`src/rtl/tm16_pkg.sv`:
```
package tm16_pkg;

    typedef enum logic [1:0] {
        ST_CLEAR = 2'd0,
        ST_ARMED = 2'd1,
        ST_RUN   = 2'd2
    } tm_state_e;

    // mode word bit positions
    localparam int B_EN   = 15;
    localparam int B_NLD  = 14;
    localparam int B_MDHI = 9;
    localparam int B_MDLO = 8;

    // interrupt control word bit positions
    localparam int B_IEN  = 8;
    localparam int B_FLAG = 12;

    localparam logic [1:0] ADDR_MODE = 2'd0;
    localparam logic [1:0] ADDR_A    = 2'd1;
    localparam logic [1:0] ADDR_B    = 2'd2;
    localparam logic [1:0] ADDR_IRQ  = 2'd3;

    localparam logic [1:0] MD_WRITABLE = 2'b00;
    localparam logic [1:0] MD_CAPTURE  = 2'b11;

    localparam logic [2:0] LVL_OFF = 3'd7;

endpackage

```
`src/rtl/tm16_edge_sync.sv`:
```
module tm16_edge_sync #(
    parameter int STAGES = 2
) (
    input  logic clk,
    input  logic rst_n,
    input  logic din,
    output logic rise
);
    logic [STAGES-1:0] shift_q;
    logic              last_q;

    always_ff @(posedge clk or negedge rst_n) begin
        if (!rst_n) begin
            shift_q <= '0;
            last_q  <= 1'b0;
        end else begin
            shift_q <= {shift_q[STAGES-2:0], din};
            last_q  <= shift_q[STAGES-1];
        end
    end

    assign rise = shift_q[STAGES-1] & ~last_q;
endmodule

```
`src/rtl/tm16_ctrl_fsm.sv`:
```
module tm16_ctrl_fsm
    import tm16_pkg::*;
(
    input  logic clk,
    input  logic rst_n,
    input  logic nld,
    input  logic en,
    input  logic tick,
    output logic cnt_en
);
    tm_state_e state_q, state_d;

    always_ff @(posedge clk or negedge rst_n) begin
        if (!rst_n) state_q <= ST_CLEAR;
        else        state_q <= state_d;
    end

    always_comb begin
        state_d = state_q;
        unique case (state_q)
            ST_CLEAR: if (nld) state_d = ST_ARMED;
            ST_ARMED: begin
                if (!nld)    state_d = ST_CLEAR;
                else if (en) state_d = ST_RUN;
            end
            ST_RUN: begin
                if (!nld)     state_d = ST_CLEAR;
                else if (!en) state_d = ST_ARMED;
            end
            default: state_d = ST_CLEAR;
        endcase
    end

    always_comb begin
        cnt_en = (state_q == ST_RUN) && nld && en && tick;
    end
endmodule

```
`src/rtl/tm16_counter.sv`:
```
module tm16_counter #(
    parameter int W = 16
) (
    input  logic         clk,
    input  logic         rst_n,
    input  logic         clr,
    input  logic         inc,
    output logic [W-1:0] cnt
);
    always_ff @(posedge clk or negedge rst_n) begin
        if (!rst_n)   cnt <= '0;
        else if (clr) cnt <= '0;
        else if (inc) cnt <= cnt + 1'b1;
    end
endmodule

```
`src/rtl/cap_timer16.sv`:
```
module cap_timer16
    import tm16_pkg::*;
#(
    parameter int W           = 16,
    parameter int SEL_W       = 3,
    parameter int SYNC_STAGES = 2,
    localparam int N_SRC      = 1 << SEL_W,
    localparam int N_CAP      = 2
) (
    input  logic             clk,
    input  logic             rst_n,
    input  logic [N_SRC-1:0] tick_src,
    input  logic             cap_a_in,
    input  logic             cap_b_in,
    input  logic             bus_we,
    input  logic [1:0]       bus_addr,
    input  logic [W-1:0]     bus_wdata,
    output logic [W-1:0]     mode_q,
    output logic [W-1:0]     reg_a,
    output logic [W-1:0]     reg_b,
    output logic [W-1:0]     count,
    output logic             sr_out,
    output logic             irq_flag,
    output logic             irq_req
);
    logic             nld, en, tick, cnt_en, clr_cnt;
    logic [1:0]       md;
    logic [SEL_W-1:0] sel;
    logic [N_CAP-1:0] cap_raw, cap_rise;
    logic [2:0]       irq_lvl;
    logic             irq_en;
    logic             wr_mode, wr_a, wr_b, wr_irq, capturing;

    assign nld       = mode_q[B_NLD];
    assign en        = mode_q[B_EN];
    assign md        = mode_q[B_MDHI:B_MDLO];
    assign sel       = mode_q[SEL_W-1:0];
    assign tick      = tick_src[sel];
    assign clr_cnt   = ~nld;
    assign capturing = (md == MD_CAPTURE);

    assign wr_mode = bus_we && (bus_addr == ADDR_MODE);
    assign wr_a    = bus_we && (bus_addr == ADDR_A) && (md == MD_WRITABLE);
    assign wr_b    = bus_we && (bus_addr == ADDR_B) && (md == MD_WRITABLE);
    assign wr_irq  = bus_we && (bus_addr == ADDR_IRQ);

    assign cap_raw = {cap_b_in, cap_a_in};

    for (genvar g = 0; g < N_CAP; g++) begin : g_cap
        tm16_edge_sync #(.STAGES(SYNC_STAGES)) u_sync (
            .clk  (clk),
            .rst_n(rst_n),
            .din  (cap_raw[g]),
            .rise (cap_rise[g])
        );
    end

    tm16_ctrl_fsm u_fsm (
        .clk   (clk),
        .rst_n (rst_n),
        .nld   (nld),
        .en    (en),
        .tick  (tick),
        .cnt_en(cnt_en)
    );

    tm16_counter #(.W(W)) u_cnt (
        .clk  (clk),
        .rst_n(rst_n),
        .clr  (clr_cnt),
        .inc  (cnt_en),
        .cnt  (count)
    );

    always_ff @(posedge clk or negedge rst_n) begin
        if (!rst_n)       mode_q <= '0;
        else if (wr_mode) mode_q <= bus_wdata;
    end

    always_ff @(posedge clk or negedge rst_n) begin
        if (!rst_n) begin
            reg_a <= '0;
            reg_b <= '0;
        end else begin
            if (capturing && cap_rise[0]) reg_a <= count;
            else if (wr_a)                reg_a <= bus_wdata;
            if (capturing && cap_rise[1]) reg_b <= count;
            else if (wr_b)                reg_b <= bus_wdata;
        end
    end

    always_ff @(posedge clk or negedge rst_n) begin
        if (!rst_n)              sr_out <= 1'b0;
        else if (!nld)           sr_out <= 1'b0;
        else if (count == reg_b) sr_out <= 1'b0;
        else if (count == reg_a) sr_out <= 1'b1;
    end

    always_ff @(posedge clk or negedge rst_n) begin
        if (!rst_n) begin
            irq_lvl  <= '0;
            irq_en   <= 1'b0;
            irq_flag <= 1'b0;
        end else begin
            if (wr_irq) begin
                irq_lvl <= bus_wdata[2:0];
                irq_en  <= bus_wdata[B_IEN];
                if (!bus_wdata[B_FLAG]) irq_flag <= 1'b0;
            end
            if (capturing && cap_rise[1]) irq_flag <= 1'b1;
        end
    end

    assign irq_req = irq_flag && irq_en && (irq_lvl != LVL_OFF);
endmodule

```
`config.mk`:
```
export PLATFORM = sky130hd
export DESIGN_NAME = cap_timer16
export DESIGN_NICKNAME = d
export VERILOG_FILES = /design/src/rtl/tm16_pkg.sv /design/src/rtl/tm16_edge_sync.sv /design/src/rtl/tm16_ctrl_fsm.sv /design/src/rtl/tm16_counter.sv /design/src/rtl/cap_timer16.sv
export SDC_FILE = /design/constraint.sdc
export NUM_CORES = 1
export LEC_CHECK = 0
export BUFFER_PORTS_ARGS = -buffer_cell sky130_fd_sc_hd__clkbuf_2
export CAP_MARGIN = 15
export CORE_ASPECT_RATIO = 2
export CORE_MARGIN = 8
export CORE_UTILIZATION = 48
export CTS_CLUSTER_SIZE = 24
export DETAILED_ROUTE_END_ITERATION = 10
export PLACE_DENSITY = 0.83
export SYNTH_ARGS = -nofsm -noshare
export SYNTH_HDL_FRONTEND = slang
export SYNTH_SLANG_ARGS = --single-unit
```
`constraint.sdc`:
```
create_clock -name clk -period 1.7 [get_ports clk]
set_input_delay 0.17 -clock clk [delete_from_list [all_inputs] [get_ports clk]]
set_output_delay 0.17 -clock clk [all_outputs]
set_load 0.05 [all_outputs]
```
# [Word level (Yosys, flattened, before mapping)]
# Index checks and enable logic that the tools add are counted.
[word_totals] ff_bits=78 input_bits=31 out_inout_bits=67 elab_cells=75
[classes] n_addsub=1 n_lt_le_gt_ge=1 n_eq_ne=15 n_mux=20 bitwise=4 reduce_logical=21
[op_table] op="16-bit two-way mux" n=6
[op_table] op="16-bit == test" n=2
[op_table] op="16-bit by 1-bit adder with 16-bit output, second input constant" n=1
[op_table] op="1-bit logical AND" n=13
[op_table] op="2-bit two-way mux" n=5
[op_table] op="3-bit != test, second input constant" n=3
[op_table] op="2-bit == test, second input constant" n=4
[op_table] op="1-bit two-way mux" n=7
[op_table] op="2-bit logical NOT" n=3
[op_table] op="2-bit case mux with 3 select lines" n=1
[op_table] op="2-bit nonzero test" n=3
[op_table] op="2-bit by 1-bit == test with 1-bit output, second input constant" n=2
[op_table] op="3-bit by 4-bit < comparator with 1-bit output, second input constant" n=1
[op_table] op="2-bit by 1-bit != test with 1-bit output, second input constant" n=2
[op_table] op="1-bit binary-select mux with 3-bit select" n=1
[op_table] op="3-bit by 1-bit != test with 1-bit output, second input constant" n=1
[op_table] op="3-bit AND reduction" n=1
[op_table] op="1-bit bitwise AND" n=2
[op_table] op="2-bit != test, second input constant" n=1
[op_table] op="1-bit inverter" n=2
[op_table] op="2-bit AND reduction" n=1

# [Longest topological paths before layout]
# Gate-level depths: netlist of run 1.
[logic_depth] word_depth=6 ltp_mapped=8 ltp_nobuf=5

# [Hierarchy]
# From an unflattened synthesis of run 1, not the netlist that was laid out.
[hier_totals] hier_cells=339 hier_area_um2=3992.6
[modules_own_cells] mod="cap_timer16" n_inst=1 cells_per_inst=240 area_each_um2=2851.5 seq_area_each_um2=1351.3
[modules_own_cells] mod="tm16_counter" n_inst=1 cells_per_inst=82 area_each_um2=872.1 seq_area_each_um2=400.4
[modules_own_cells] mod="tm16_edge_sync" n_inst=2 cells_per_inst=4 area_each_um2=88.8 seq_area_each_um2=75.1
[modules_own_cells] mod="tm16_ctrl_fsm" n_inst=1 cells_per_inst=9 area_each_um2=91.3 seq_area_each_um2=50.0

# [Worst setup path before layout of run 1]
# Ideal clock, no wire load.
[synth_timing] path_kind="reg2reg" startpoint="register mode_q[1]" endpoint="register u_cnt.cnt[12]" arrival_ps=2070 slack_ps=-448 path_stages_with_launch=7 path_buffers=1 path_cell_list="dfrtp_1 buf_6 mux2i_1 a311oi_2 nand4b_1 or4_1 a21oi_1"
[synth_between] elab_chain_len=4
[synth_lines] item="start, declared" line_no="cap_timer16.sv:18" source="output logic [W-1:0] mode_q,"
[synth_lines] item="start signal, assigned" line_no="cap_timer16.sv:77" source="else if (wr_mode) mode_q <= bus_wdata;"
[synth_lines] item="1-bit binary-select mux with 3-bit select" line_no="cap_timer16.sv:38" source="assign tick = tick_src[sel];"
[synth_lines] item="1-bit two-way mux (implied by the code)" line_no="cap_timer16.sv:38"
[synth_lines] item="1-bit logical AND" line_no="tm16_ctrl_fsm.sv:35" source="cnt_en = (state_q == ST_RUN) && nld && en && tick;"
[synth_lines] item="2-bit by 1-bit != test with 1-bit output (no source line)"
[synth_lines] item="end signal, assigned" line_no="tm16_counter.sv:13" source="else if (inc) cnt <= cnt + 1'b1;"
[synth_lines] item="end, declared" line_no="tm16_counter.sv:8" source="output logic [W-1:0] cnt"
# No other way between the ends. The select of a mux whose other input is x is not followed.
# A chain may end at the register's enable or synchronous reset.

# [Final worst setup path of run 1]
[layout_timing] startpoint="register mode_q[1]" endpoint="register u_cnt.cnt[14]"
# Same word-level chain as after synthesis.

==> impl_metrics.tcl, run 1 <==
set metrics [dict create \
    status "finished with violations" \
    failed_checks "negative setup slack" \
    yosys.area.top_type_share 0.500 \
    diodes 0 \
    synth_compound_area_frac 0.0985 \
    die_h_um 143 \
    drt_wl_total_um 11900 \
    initialDrtViolationCount 193 \
    fillers 601 \
    holdWs_ns 0.0946 \
    core_area_sq_mm 0.00789 \
    area_growth_pct 32.6 \
    p_leak_nw 2.53 \
    synth_warnings 0 \
    drt_pass1_iterations 4 \
    ant_nets 0 \
    synthAdderAreaFrac 0.00577 \
    drc 0 \
    cts_root_buf "clkbuf_16" \
    overflow 0 \
    vdd_ir_drop_max_v 0.00110 \
    finalNetCount 530 \
    place_hpwl_um 8880 \
    place.gp.congestion 0.878 \
    synth-simple-area-share 0.136 \
    ys_seq_area_frac 0.500 \
    synth-xor-area-share 0.0763 \
    start_util 0.495 \
    grt_pass1_vias 3630 \
    cts_sinks 78 \
    synth.most_common_cell "dfrtp_1" \
    syn_area_per_cell_sq_um 10.4 \
    synth_cells 376 \
    setup_violations 15 \
    required_ns 1.97 \
    finalInstanceArea_sq_mm 0.00517 \
    drt-vias-per-instance 5.67 \
    wire_per_inst_um 19.9 \
    yosysTopAreaCell "dfrtp_1" \
    pwr_density_cell_mw_per_mm2 1530 \
    antenna_found_initial 0 \
    synthDistinctLibCells 41 \
    clk_latency_ns 0.33 \
    cp.arrival_ns 2.15 \
    io_pins 98 \
    path_max_fanout 7 \
    netlist_top_cells_count "dfrtp_1 (78), mux2i_1 (34), nand2_1 (34), a21oi_1 (28), nor2_1 (25)" \
    clock_path_buffers 2 \
    cts.htree.levels 3 \
    grt_pass1_wl_um 18900 \
    clk_pin_slew_ns 0.06 \
    synth_ff_type "dfrtp_1" \
    max_freq_mhz 530 \
    grt_start_max_net_pins 52 \
    drv_cap 0 \
    period_share 1.11 \
    synth_edf_count 0 \
    ys_ff_latch 78 \
    slew_headroom 0.735 \
    finClkSkew_ns 0.00673 \
    worstSetupPathType "reg -> reg" \
    synthMuxAreaShare 0.139 \
    mappedNetlistNets 408 \
    dieArea_sq_mm 0.0114 \
    rows 46 \
    hp-class "in -> reg" \
    synthTopCellsByArea "dfrtp_1 (50%), mux2i_1 (8.7%), mux2_2 (5.2%)" \
    postPlaceCellArea_sq_mm 0.00472 \
    fp.dieW_um 79.7 \
    critPathCaptureType "flip-flop" \
    rsz0062_at_grt "true" \
    synth_top_family_by_area "multiplexers" \
    fin_crit_ns 1.89 \
    track_usage 0.218 \
    drive_above_1_share 0.414 \
    start_kind "flip-flop" \
    hold_viol 0 \
    io_buffers 97 \
    power.total_w 0.00791 \
    cts_buffers 9 \
    syn_area_sq_mm 0.00390 \
    slew_viol_final 0 \
    fin_ws_ns -0.186 \
    synthArstFlopShare 1.00 \
    vias 3390 \
    cts_tree "yes" \
    worst_slew_pin_slew_ns 0.397 \
]
[where the power goes]
part,switching (W),internal (W)
Clock,0.000694,0.00102
Combinational,0.00247,0.000912
Sequential,0.000490,0.00233
[sequential cells by signal, summed over array words and instances, names as in the netlist]
signal / cells
irq_flag: 1
irq_en: 1
reg_a: 16
sr_out: 1
u_fsm.state_q: 2
u_cnt.cnt: 16
reg_b: 16
irq_lvl: 3
mode_q: 16
g_cap.u_sync.last_q: 2
g_cap.u_sync.shift_q: 4
[placed cells by master, fill, tap and decap left out, drive strengths merged, types with 2 or more instances in the layout]
cell type	synthesis	final
clkinv	0	2
and3	3	3
inv	5	5
nor4	6	6
o31ai	6	6
nand4	5	5
mux2	18	18
o21ai	22	22
nand2	34	34
clkbuf	22	109
buf	11	44
xor2	18	18
dfrtp	78	78
xnor2	16	16
a21oi	28	28
nor3	2	2
nor2	25	25
nand2b	2	2
nand4b	3	3
nand3	10	11
o211ai	3	3
or3	2	2
nor3b	2	2
dlygate4sd3	0	3
or4	9	9
mux2i	34	34
[timing repair]
action | in CTS | in global routing
hold buffers | 3 | 0
endpoints found under the setup margin | 16 | 17
setup buffers | 6 | 1
pin swaps | 8 | 5
endpoints found under the hold margin | 29 | 0
resized for setup | 7 | 17
gates cloned | 1 | 0
[per-layer routing]
layer | GRT usage | vias up | routed length (um)
met5 | 0 | - | 0
met4 | 0.133 | 0 | 747
met3 | 0.0551 | 43 | 619
met2 | 0.376 | 120 | 6350
met1 | 0.229 | 1667 | 4180
li1 | - | 1560 | -
[area by class of cell]
type,instances,area (sq um),area share
clock buffers,13,250,0.0484
multi-input cells,261,1900,0.368
clock inverters,2,10.0,0.00194
inverters,5,18.8,0.00363
repair buffers,143,901,0.174
flip-flops and latches,78,1970,0.381
well taps,96,120,0.0232
[stage by stage]
stage / setup TNS, ns / worst slack (ns) / std cells / utilization
2_1_floorplan: -2.54 / -0.267 / 376 / -
3_3_place_gp: -0.668 / -0.138 / 572 / 0.598
3_5_place_dp: -1.35 / -0.189 / 572 / 0.598
4_1_cts: -1.57 / -0.163 / 597 / 0.645
5_1_grt: -3.35 / -0.280 / 598 / 0.656
6_report: -1.91 / -0.186 / 598 / 0.656
[critical path: stages, from the launching register on]
cell	delay, ns
dfrtp_2	0.42
buf_6	0.13
mux2i_1	0.12
a22oi_2	0.26
nand4b_1	0.16
buf_6	0.17
or4_4	0.41
a21oi_2	0.14
[final timing paths]
kind / slack (ns) / from / cells past startpoint / to
max: -0.19 / mode_q[1]$_DFFE_PN0P_ / 7 / u_cnt.cnt[14]$_DFFE_PN0P_
max reg2reg: -0.19 / mode_q[1]$_DFFE_PN0P_ / 7 / u_cnt.cnt[14]$_DFFE_PN0P_
max in group asynchronous: 0.77 / rst_n / 3 / mode_q[1]$_DFFE_PN0P_
min in group asynchronous: 0.30 / rst_n / 2 / mode_q[4]$_DFFE_PN0P_
min reg2reg: 0.35 / g_cap[1].u_sync.shift_q[0]$_DFF_PN0_ / 0 / g_cap[1].u_sync.shift_q[1]$_DFF_PN0_
min: 0.09 / bus_wdata[14] / 3 / mode_q[14]$_DFFE_PN0P_
[cells by family after synthesis]
kind of cell / after synthesis
AOI/OAI and AO/OA: 66
xor gates and xnor gates: 34
adders and majority gates: 2
buffers and inverters: 38
DFF: 78
muxes: 52
and+or+nand+nor: 106
(Power assumes the default switching activity.)
==> run 2, diff against run 1 <==
--- a/config.mk
+++ b/config.mk
@@ -5,14 +5,16 @@
 export SDC_FILE = /design/constraint.sdc
 export NUM_CORES = 1
 export LEC_CHECK = 0
+export ABC_AREA = 1
 export BUFFER_PORTS_ARGS = -buffer_cell sky130_fd_sc_hd__clkbuf_2
 export CAP_MARGIN = 15
 export CORE_ASPECT_RATIO = 2
 export CORE_MARGIN = 8
-export CORE_UTILIZATION = 48
+export CORE_UTILIZATION = 49
 export CTS_CLUSTER_SIZE = 24
 export DETAILED_ROUTE_END_ITERATION = 10
-export PLACE_DENSITY = 0.83
+export PLACE_DENSITY = 0.84
 export SYNTH_ARGS = -nofsm -noshare
 export SYNTH_HDL_FRONTEND = slang
+export SYNTH_HIERARCHICAL = 1
 export SYNTH_SLANG_ARGS = --single-unit
==> run 2 against run 1 <==
The run still ends with negative setup slack left. Cell area grew 1.5%. Via count increased by 21%. Clock skew decreased by 0.0011 ns. Sequential share of layout area is 0.86 points lower. Wire length increased by 5.9%. First-iteration DRC count up 85%. Final cell count up 29%. Clock power up 25%. Largest power group unchanged.
==> impl_metrics.tcl, run 2 <==
set metrics [dict create \
    grt_pass1_vias 4134 \
    clk_latency_ns 0.34 \
    fin_ws_ns -0.0664 \
    cts_root_buf "clkbuf_16" \
    final_cell_mix "nand2_1 (164), clkbuf_2 (96), dfrtp_1 (76)" \
    cts_buffers 9 \
    drive_above_1_share 0.249 \
    postPlaceCellArea_sq_mm 0.00487 \
    initialDrtViolationCount 358 \
    cpPeakStageDelay_ns 0.44 \
    drt_pass1_iterations 6 \
    post-route-util 0.637 \
    hp-class "in -> reg" \
    status "finished with violations" \
    syn_area_sq_mm 0.00414 \
    slew_viol_final 0 \
    place.gp.congestion 0.853 \
    worst_slew_pin_slew_ns 0.361 \
    synthTopCellsByArea "dfrtp_1 (47%), nand2_1 (15%), o21ai_0 (7.0%)" \
    synthDistinctLibCells 32 \
    overflow 0 \
    io_pins 98 \
    cts_sinks 78 \
    synth_cells 554 \
    path_cells "nor2_2 -> nor2_1 -> o21ai_1 -> o21ai_1 -> a21o_1 -> inv_2 -> nor2_4 -> nor2_4 -> nor2_4 -> nand2_1 -> o21ai_1 -> a21oi_1" \
    hold_start "bus_wdata[10]" \
    post-cts-setup-buffers 0 \
    slew_headroom 0.759 \
    finalInstanceArea_sq_mm 0.00525 \
    period_share 1.04 \
    final_cells 774 \
    vdd_ir_drop_max_v 0.000939 \
    worst_path_max_delay_cell "dfrtp_2" \
    track_usage 0.220 \
    p_switching_w 0.00341 \
    final_common_cell "nand2_1" \
    mappedNetlistNets 586 \
    finalNetCount 703 \
    dpl.cell_count 755 \
    reg2reg_to "u_cnt/cnt[5]$_DFFE_PN0P_" \
    critPathCaptureType "flip-flop" \
    clock_path_buffers 2 \
    min_to "mode_q[10]$_DFFE_PN0P_" \
    hold_viol 0 \
    cts_tree "yes" \
    yosysTopAreaCell "dfrtp_1" \
    netlist_top_cells_count "nand2_1 (164), dfrtp_1 (78), nor2_1 (73), inv_1 (69), o21ai_0 (58)" \
    synthArstFlopShare 1.00 \
    intPower_w 0.00437 \
    rr_startpoint "mode_q[0]$_DFFE_PN0P_" \
    synth.most_common_cell "nand2_1" \
    place_hpwl_um 9470 \
    grt_start_max_net_pins 40 \
    p_leak_nw 2.72 \
    syn_area_per_cell_sq_um 7.47 \
    rows 47 \
    worstRegToRegCells 12 \
    drt-vias-per-instance 5.28 \
    fillers 700 \
    holdWs_ns 0.107 \
    reg2reg_slack_ns -0.07 \
    io_buffers 97 \
    ant_nets 0 \
    rsz0062_at_grt "true" \
    comb_power_share 0.387 \
    hold_depth 2 \
    cp.arrival_ns 2.01 \
    start_util 0.503 \
    failed_checks "negative setup slack" \
    drv_cap 0 \
    area_growth_pct 26.7 \
    setup_violations 9 \
    fin_crit_ns 1.77 \
    ys_seq_area_frac 0.471 \
    clk_pin_slew_ns 0.06 \
    ys_ff_latch 78 \
    dieArea_sq_mm 0.0118 \
    wire_per_inst_um 16.3 \
    start_kind "flip-flop" \
    multi_input_area_sq_mm 0.00187 \
    diodes 0 \
    antenna_found_initial 0 \
    vias 4086 \
    cts.htree.levels 3 \
    synth_warnings 6 \
    core_area_sq_mm 0.00823 \
    max_freq_mhz 566 \
    swShare 0.438 \
    fp.dieW_um 81.0 \
    p_seq_frac 0.338 \
    synth_edf_count 0 \
    drc 0 \
    required_ns 1.95 \
    path_max_fanout 6 \
    seq_area_sq_mm 0.00195 \
    finClkSkew_ns 0.00563 \
    pwr_density_cell_mw_per_mm2 1480 \
    synth_ff_type "dfrtp_1" \
    worstSetupPathType "reg -> reg" \
    drt_wl_total_um 12600 \
    yosys.area.top_type_share 0.471 \
    pwr-share-clk 0.275 \
    die_h_um 146 \
    grt_pass1_wl_um 20000 \
]
[run 2: cell families after synthesis]
logic type      count (synthesis)  synth area share
compound gates                101             0.130
xor+xnor                       11            0.0233
fa+ha+maj                       1           0.00302
buf+inv                        86            0.0822
flops                          78             0.471
mux                            10            0.0272
simple gates                  267             0.263
[run 2: timing repair]
action | in CTS | in global routing
setup endpoints to repair | 13 | 15
hold endpoints to repair | 55 | 0
resized for setup | 5 | 2
pin swaps | 5 | 1
hold buffers | 3 | 0
[run 2: metrics by stage]
step                 TNS, ns  setup WS (ns)  total power, W
floorplan             -0.693         -0.110         0.00479
global placement    -0.00970       -0.00970         0.00556
detailed placement    -0.756         -0.105         0.00565
CTS                   -0.280        -0.0451         0.00781
global route           -2.26         -0.234         0.00817
finish                -0.323        -0.0664         0.00778
[run 2: area by class of cell]
| class | count | share of cell area |
|---|---|---|
| clock buffers | 11 | 0.0482 |
| clock inverters | 5 | 0.0155 |
| inverters | 71 | 0.0508 |
| multi-input cells | 390 | 0.356 |
| flip-flops and latches | 78 | 0.373 |
| well taps | 98 | 0.0234 |
| repair buffers | 121 | 0.134 |
[run 2: power by group through the flow]
stage	logic, W	registers [W]	clock network, W
after floorplan	0.000882	0.00391	0
final	0.00301	0.00263	0.00214
after global placement	0.00295	0.00262	0
after CTS	0.00304	0.00262	0.00215
after detailed placement	0.00300	0.00265	0
after global routing	0.00326	0.00267	0.00224
[run 2: layer usage]
metal,global-route usage,vias to the layer above,wire length [um]
met1,0.226,1930,4640
met4,0.135,0,657
met5,0,-,0
li1,-,1980,-
met2,0.384,138,6580
met3,0.0483,38,721
[run 2: worst max path at each step]
stage	start	cells after the start	endpoint	slack, ns
2_1_floorplan	mode_q[0]$_DFFE_PN0P_	14	u_cnt/cnt[13]$_DFFE_PN0P_	-0.11
3_3_place_gp	mode_q[0]$_DFFE_PN0P_	13	u_cnt/cnt[13]$_DFFE_PN0P_	-0.01
3_5_place_dp	mode_q[0]$_DFFE_PN0P_	13	u_cnt/cnt[15]$_DFFE_PN0P_	-0.11
4_1_cts	mode_q[0]$_DFFE_PN0P_	14	u_cnt/cnt[13]$_DFFE_PN0P_	-0.05
5_1_grt	mode_q[0]$_DFFE_PN0P_	14	u_cnt/cnt[15]$_DFFE_PN0P_	-0.23
6_report	mode_q[0]$_DFFE_PN0P_	12	u_cnt/cnt[5]$_DFFE_PN0P_	-0.07
[run 2: critical path: cells and delay by family (launching register included)]
kind,cells,cell delay [ns]
compound gates,5,0.59
buf+inv,1,0.07
flops,1,0.44
simple gates,6,0.57
